### config.mk
export PLATFORM = sky130hd
export DESIGN_NAME = seq_divider
export DESIGN_NICKNAME = d
export VERILOG_FILES = /design/src/rtl/div_pkg.sv /design/src/rtl/div_ctrl.sv /design/src/rtl/div_datapath.sv /design/src/rtl/seq_divider.sv
export SDC_FILE = /design/constraint.sdc
export NUM_CORES = 1
export LEC_CHECK = 0
export CAP_MARGIN = 10
export CORE_MARGIN = 2
export CORE_UTILIZATION = 40
export DETAILED_ROUTE_END_ITERATION = 8
export DONT_BUFFER_PORTS = 1
export GPL_ROUTABILITY_DRIVEN = 0
export PLACE_DENSITY = 0.51
export SLEW_MARGIN = 20
export SYNTH_ARGS = -nofsm -noshare
export SYNTH_HDL_FRONTEND = slang
export SYNTH_SLANG_ARGS = --single-unit
### constraint.sdc
create_clock -name clk -period 7.6 [get_ports clk]
set_input_delay 0.76 -clock clk [delete_from_list [all_inputs] [get_ports clk]]
set_output_delay 0.76 -clock clk [all_outputs]
set_load 0.03 [all_outputs]
### src/rtl/div_pkg.sv
package div_pkg;
  typedef enum logic [1:0] {
    ST_IDLE = 2'd0,
    ST_RUN  = 2'd1,
    ST_FIX  = 2'd2
  } divState_t;

  typedef struct packed {
    logic load;     // capture operands, pre-shift
    logic iterate;  // one trial subtract and shift
    logic fix;      // final right shift and sign correction
  } divStrobes_t;
endpackage

### src/rtl/div_ctrl.sv
module div_ctrl
  import div_pkg::*;
#(
  parameter int WIDTH = 32
) (
  input  logic        clk,
  input  logic        rstN,
  input  logic        start,
  output divStrobes_t strobes,
  output logic        busy,
  output logic        done
);
  localparam int CW = $clog2(WIDTH + 1);
  localparam logic [CW-1:0] LAST = CW'(WIDTH - 1);

  divState_t state;
  logic [CW-1:0] iterCnt;
  logic doneReg;

  always_comb begin
    strobes.load    = (state == ST_IDLE) && start;
    strobes.iterate = (state == ST_RUN);
    strobes.fix     = (state == ST_FIX);
  end

  always_ff @(posedge clk or negedge rstN) begin
    if (!rstN) begin
      state   <= ST_IDLE;
      iterCnt <= '0;
      doneReg <= 1'b0;
    end else begin
      doneReg <= 1'b0;
      case (state)
        ST_IDLE: if (start) begin
          state   <= ST_RUN;
          iterCnt <= '0;
        end
        ST_RUN: begin
          iterCnt <= iterCnt + 1'b1;
          if (iterCnt == LAST) state <= ST_FIX;
        end
        ST_FIX: begin
          state   <= ST_IDLE;
          doneReg <= 1'b1;
        end
        default: state <= ST_IDLE;
      endcase
    end
  end

  assign busy = (state != ST_IDLE);
  assign done = doneReg;


  done_single_chk: assert property (@(posedge clk) disable iff (!rstN)
    done |=> !done);


  done_not_busy_chk: assert property (@(posedge clk) disable iff (!rstN)
    done |-> !busy);


  start_to_busy_chk: assert property (@(posedge clk) disable iff (!rstN)
    (start && !busy) |=> busy);


  run_no_reload_chk: assert property (@(posedge clk) disable iff (!rstN)
    busy |-> !strobes.load);
endmodule

### src/rtl/div_datapath.sv
module div_datapath
  import div_pkg::*;
#(
  parameter int WIDTH = 32
) (
  input  logic             clk,
  input  logic             rstN,
  input  divStrobes_t      strobes,
  input  logic             signedMode,
  input  logic [WIDTH-1:0] dividend,
  input  logic [WIDTH-1:0] divisor,
  output logic [WIDTH-1:0] quotient,
  output logic [WIDTH-1:0] remainder
);
  localparam int XW = WIDTH + 1;

  logic [WIDTH-1:0] remHi, remLo, divMag;
  logic             extBit;
  logic             negQuot, negRem;

  logic             aNeg, bNeg;
  logic [WIDTH-1:0] aMag, bMag;
  logic [XW-1:0]    wideHi, trialDiff;
  logic             fits;
  logic [WIDTH-1:0] nextHi, remMag;

  always_comb begin
    aNeg      = signedMode && dividend[WIDTH-1];
    bNeg      = signedMode && divisor[WIDTH-1];
    aMag      = aNeg ? (~dividend + 1'b1) : dividend;
    bMag      = bNeg ? (~divisor + 1'b1) : divisor;
    wideHi    = {extBit, remHi};
    trialDiff = wideHi - {1'b0, divMag};
    fits      = !trialDiff[XW-1] || extBit;
    nextHi    = fits ? trialDiff[WIDTH-1:0] : remHi;
    remMag    = {extBit, remHi[WIDTH-1:1]};
  end

  always_ff @(posedge clk or negedge rstN) begin
    if (!rstN) begin
      remHi     <= '0;
      remLo     <= '0;
      extBit    <= 1'b0;
      divMag    <= '0;
      negQuot   <= 1'b0;
      negRem    <= 1'b0;
      quotient  <= '0;
      remainder <= '0;
    end else if (strobes.load) begin
      remHi   <= {{(WIDTH-1){1'b0}}, aMag[WIDTH-1]};
      remLo   <= {aMag[WIDTH-2:0], 1'b0};
      extBit  <= 1'b0;
      divMag  <= bMag;
      negQuot <= aNeg ^ bNeg;
      negRem  <= aNeg;
    end else if (strobes.iterate) begin
      extBit <= nextHi[WIDTH-1];
      remHi  <= {nextHi[WIDTH-2:0], remLo[WIDTH-1]};
      remLo  <= {remLo[WIDTH-2:0], fits};
    end else if (strobes.fix) begin
      quotient  <= negQuot ? (~remLo + 1'b1) : remLo;
      remainder <= negRem ? (~remMag + 1'b1) : remMag;
    end
  end


  partial_bound_chk: assert property (@(posedge clk) disable iff (!rstN)
    (strobes.iterate && divMag != '0) |->
      ({1'b0, wideHi} < {divMag, 1'b0}));


  final_rem_chk: assert property (@(posedge clk) disable iff (!rstN)
    (strobes.fix && divMag != '0) |-> (remMag < divMag));
endmodule

### src/rtl/seq_divider.sv
module seq_divider #(
  parameter int WIDTH = 32
) (
  input  logic             clk,
  input  logic             rstN,
  input  logic             start,
  input  logic             signedMode,
  input  logic [WIDTH-1:0] dividend,
  input  logic [WIDTH-1:0] divisor,
  output logic             busy,
  output logic             done,
  output logic [WIDTH-1:0] quotient,
  output logic [WIDTH-1:0] remainder
);
  div_pkg::divStrobes_t strobes;

  div_ctrl #(.WIDTH(WIDTH)) u_ctrl (
    .clk(clk), .rstN(rstN), .start(start),
    .strobes(strobes), .busy(busy), .done(done)
  );

  div_datapath #(.WIDTH(WIDTH)) u_dp (
    .clk(clk), .rstN(rstN), .strobes(strobes),
    .signedMode(signedMode), .dividend(dividend), .divisor(divisor),
    .quotient(quotient), .remainder(remainder)
  );
endmodule

==> reports/summary.txt <==
status: complete, no violations
Clock Latency Late Sink: 0.44 ns
Netlist cell types: 58
final setup fails: 0
WL final: 29100 microns
setup_tns: 0 ns
Post-synth EDFFs: 0
drt pass-1 iters: 5
final hold vios: 0
clk slew on worst S/H paths: 0.07 ns
row cnt: 60
Area growth, synth to finish: 7.44%
P_int: 2630 uW
antenna violations before repair: 0
yosys warns: 0
setup ws final: 3.52 ns
RSZ-0062 raised after global routing: no
Post-Syn Area: 0.0110 sq mm
Seq pwr share: 33.8%
Starting Density: 40.7%
worst slew pin tran: 1.08 ns
clk sink count: 172
sw frac: 45.3%
Post-DRT Antenna Nets: 0
f_max: 245 MHz
CP Max Fanout: 32
per-cell routed wire length: 17.7 microns
register bit total from synthesis: 172
final period utilization: 53.7%
DRT iter0 DRCs: 692
Vias: 8973
Chip Width: 170 microns
vias in the first global route: 8599
CTS Buffer Depth: 2
crit start category: flop
combinational power share: 48.1%
root buffer cell: clkbuf_16
syn_nets: 1437
routed vias/inst: 5.47
drt drc: 0
largest net degree at the start of global routing: 173
dpl ws: 3.55 ns
core area: 0.0270 sq mm
final max-slew violation count: 0
clock group share of total power: 18.1%
fraction of layout cells with a size suffix above 1: 4.77%
Post-synth ARST share: 100%
relative slew slack: 28.2%
dpl hpwl: 21000 microns
Fin Clk Skew: 0.0130 ns
Synth area leaders: dfrtp_1, nand2_1, o21ai_0, xor2_1, xnor2_1
cell accounting for the most synthesized area: dfrtp_1
Final #Nets: 1393
total CTS buffers: 17
ys flop type: dfrtp_1
H-tree levels: 4
reg-to-reg slack, setup: 3.52 ns
crit path time final: 4.08 ns
die area: 0.0288 sq mm
area share of the largest cell type after synthesis: 39.3%
Die Ht: 170 microns
cells after synthesis: 1331
Mapped Avg Cell Area: 8.24 sq um
ANT cells: 0
Setup crit end kind: flop
setup bufs post-CTS: 0
Max Cap Violations: 0
# port buffers: 0
LEAKAGE: 0.00503 uW
worst vdd ir: 0.192 mV
critical path class: reg2reg
Worst EP arrival: 4.40 ns
total track usage: 20.7%
most frequent cells in the layout: nand2_1, dfrtp_1, o21ai_0, nor2_1, xor2_1
global route overflow: 0
commonest non-fill, non-tap cell in the layout: nand2_1
sequential cell area fraction in the yosys report: 39.3%
first-pass GRT wire length: 47400 microns
HP Class: in2async
PwrDens: 408 mW/mm^2
CTS tree: built
Critical Path RT: 7.92 ns
NetSw: 2180 uW
I/O pins: 134
-- power groups by stage --
| stage | Sequential (uW) | Combinational [uW] | Clock [uW] |
|---|---|---|---|
| 2_1_floorplan | 1450 | 1880 | 0 |
| 3_3_place_gp | 1620 | 2290 | 0 |
| 3_5_place_dp | 1630 | 2300 | 0 |
| 4_1_cts | 1610 | 2320 | 889 |
| 5_1_grt | 1680 | 2640 | 931 |
| 6_report | 1620 | 2310 | 869 |
-- repair_timing --
action	CTS	global route
hold buffers	0	2
hold endpoints to repair	0	1
setup endpoints to repair	0	0
gates resized for setup	0	0
-- flip-flops by register name, indices dropped and copies added, names as in the netlist --
| name | count |
|---|---|
| u_dp.divMag | 32 |
| u_ctrl.state | 2 |
| u_dp.remainder | 32 |
| u_dp.extBit | 1 |
| u_dp.quotient | 32 |
| u_dp.negRem | 1 |
| u_ctrl.done | 1 |
| u_ctrl.iterCnt | 6 |
| u_dp.remHi | 32 |
| u_dp.negQuot | 1 |
| u_dp.remLo | 32 |
-- final timing paths --
kind                                      start  depth (start not counted)            endpoint
worst max-delay path              u_dp.remHi[9]                         12      u_dp.remHi[26]
worst min-delay path                       rstN                          0   u_dp.remainder[9]
worst max register to register    u_dp.remHi[9]                         12      u_dp.remHi[26]
worst min register to register  u_dp.divMag[17]                          2     u_dp.divMag[17]
max in group asynchronous                  rstN                          1  u_dp.remainder[15]
min in group clk                    dividend[1]                          2       u_dp.remLo[2]
-- cells in the mapped netlist, types with 3 or more instances --
cell / count
a2111oi_0: 3
a211o_1: 3
a21o_1: 10
a21oi_1: 44
a31oi_1: 40
and2_1: 6
and3_1: 7
buf_1: 6
buf_2: 3
clkbuf_1: 61
dfrtp_1: 172
ha_1: 37
inv_1: 48
mux2i_1: 9
nand2_1: 248
nand2b_1: 10
nand3_1: 38
nor2_1: 83
nor2b_1: 9
nor3_1: 16
nor3b_1: 3
nor4_1: 13
o211ai_1: 4
o21a_1: 3
o21ai_0: 151
o21ai_1: 55
o21bai_1: 3
o31ai_1: 24
o41ai_1: 12
o41ai_2: 3
or2_2: 3
or3_1: 6
or3_4: 5
or4_1: 15
or4_4: 3
xnor2_1: 70
xor2_1: 76
-- worst max-delay path, cell delays in order (launching register included) --
cell and delay, ns:
dfrtp_1 0.46, ha_1 0.37, a21oi_1 0.22, o21ai_1 0.13
a2111oi_0 0.49, nor3_1 0.14, o41ai_2 0.57, o31ai_1 0.14
a211o_1 0.63, buf_4 0.38, o21ai_0 0.18, a21oi_1 0.06
a31o_1 0.19
-- area by class of cell --
type,instances,area [sq um]
clock inverter,15,139
tap,341,427
fill,2721,15200
timing repair buffer,8,78.8
clock buffer,17,425
multi-input combinational,1038,6220
inverter,50,188
sequential,172,4300
-- metrics by stage --
step	cells	hold WS, ns	total power (uW)	area, sq um	util [%]
3_3_place_gp	1607	0.463	3910	11200	41.5
6_report	1641	0.0293	4810	11800	43.7
4_1_cts	1639	0.00789	4820	11700	43.6
5_1_grt	1641	0.00291	5250	11800	43.7
2_1_floorplan	1331	0.450	3330	11000	-
3_5_place_dp	1607	0.471	3930	11200	41.5
-- kinds of logic after synthesis --
group           Yosys count  synth area share, %
compound gates          371                 20.0
xor+xnor                146                 11.7
fa+ha+maj                38                 4.40
buf+inv                 121                 4.21
flops                   172                 39.3
mux                      10                0.924
simple gates            473                 19.5
-- per-layer routing --
layer | GRT usage, % | wire, microns
met3 | 4.31 | 1840
met5 | 0 | 0
met2 | 27.5 | 11200
met4 | 4.46 | 283
met1 | 33.7 | 15800
(Power assumes the default switching activity.)
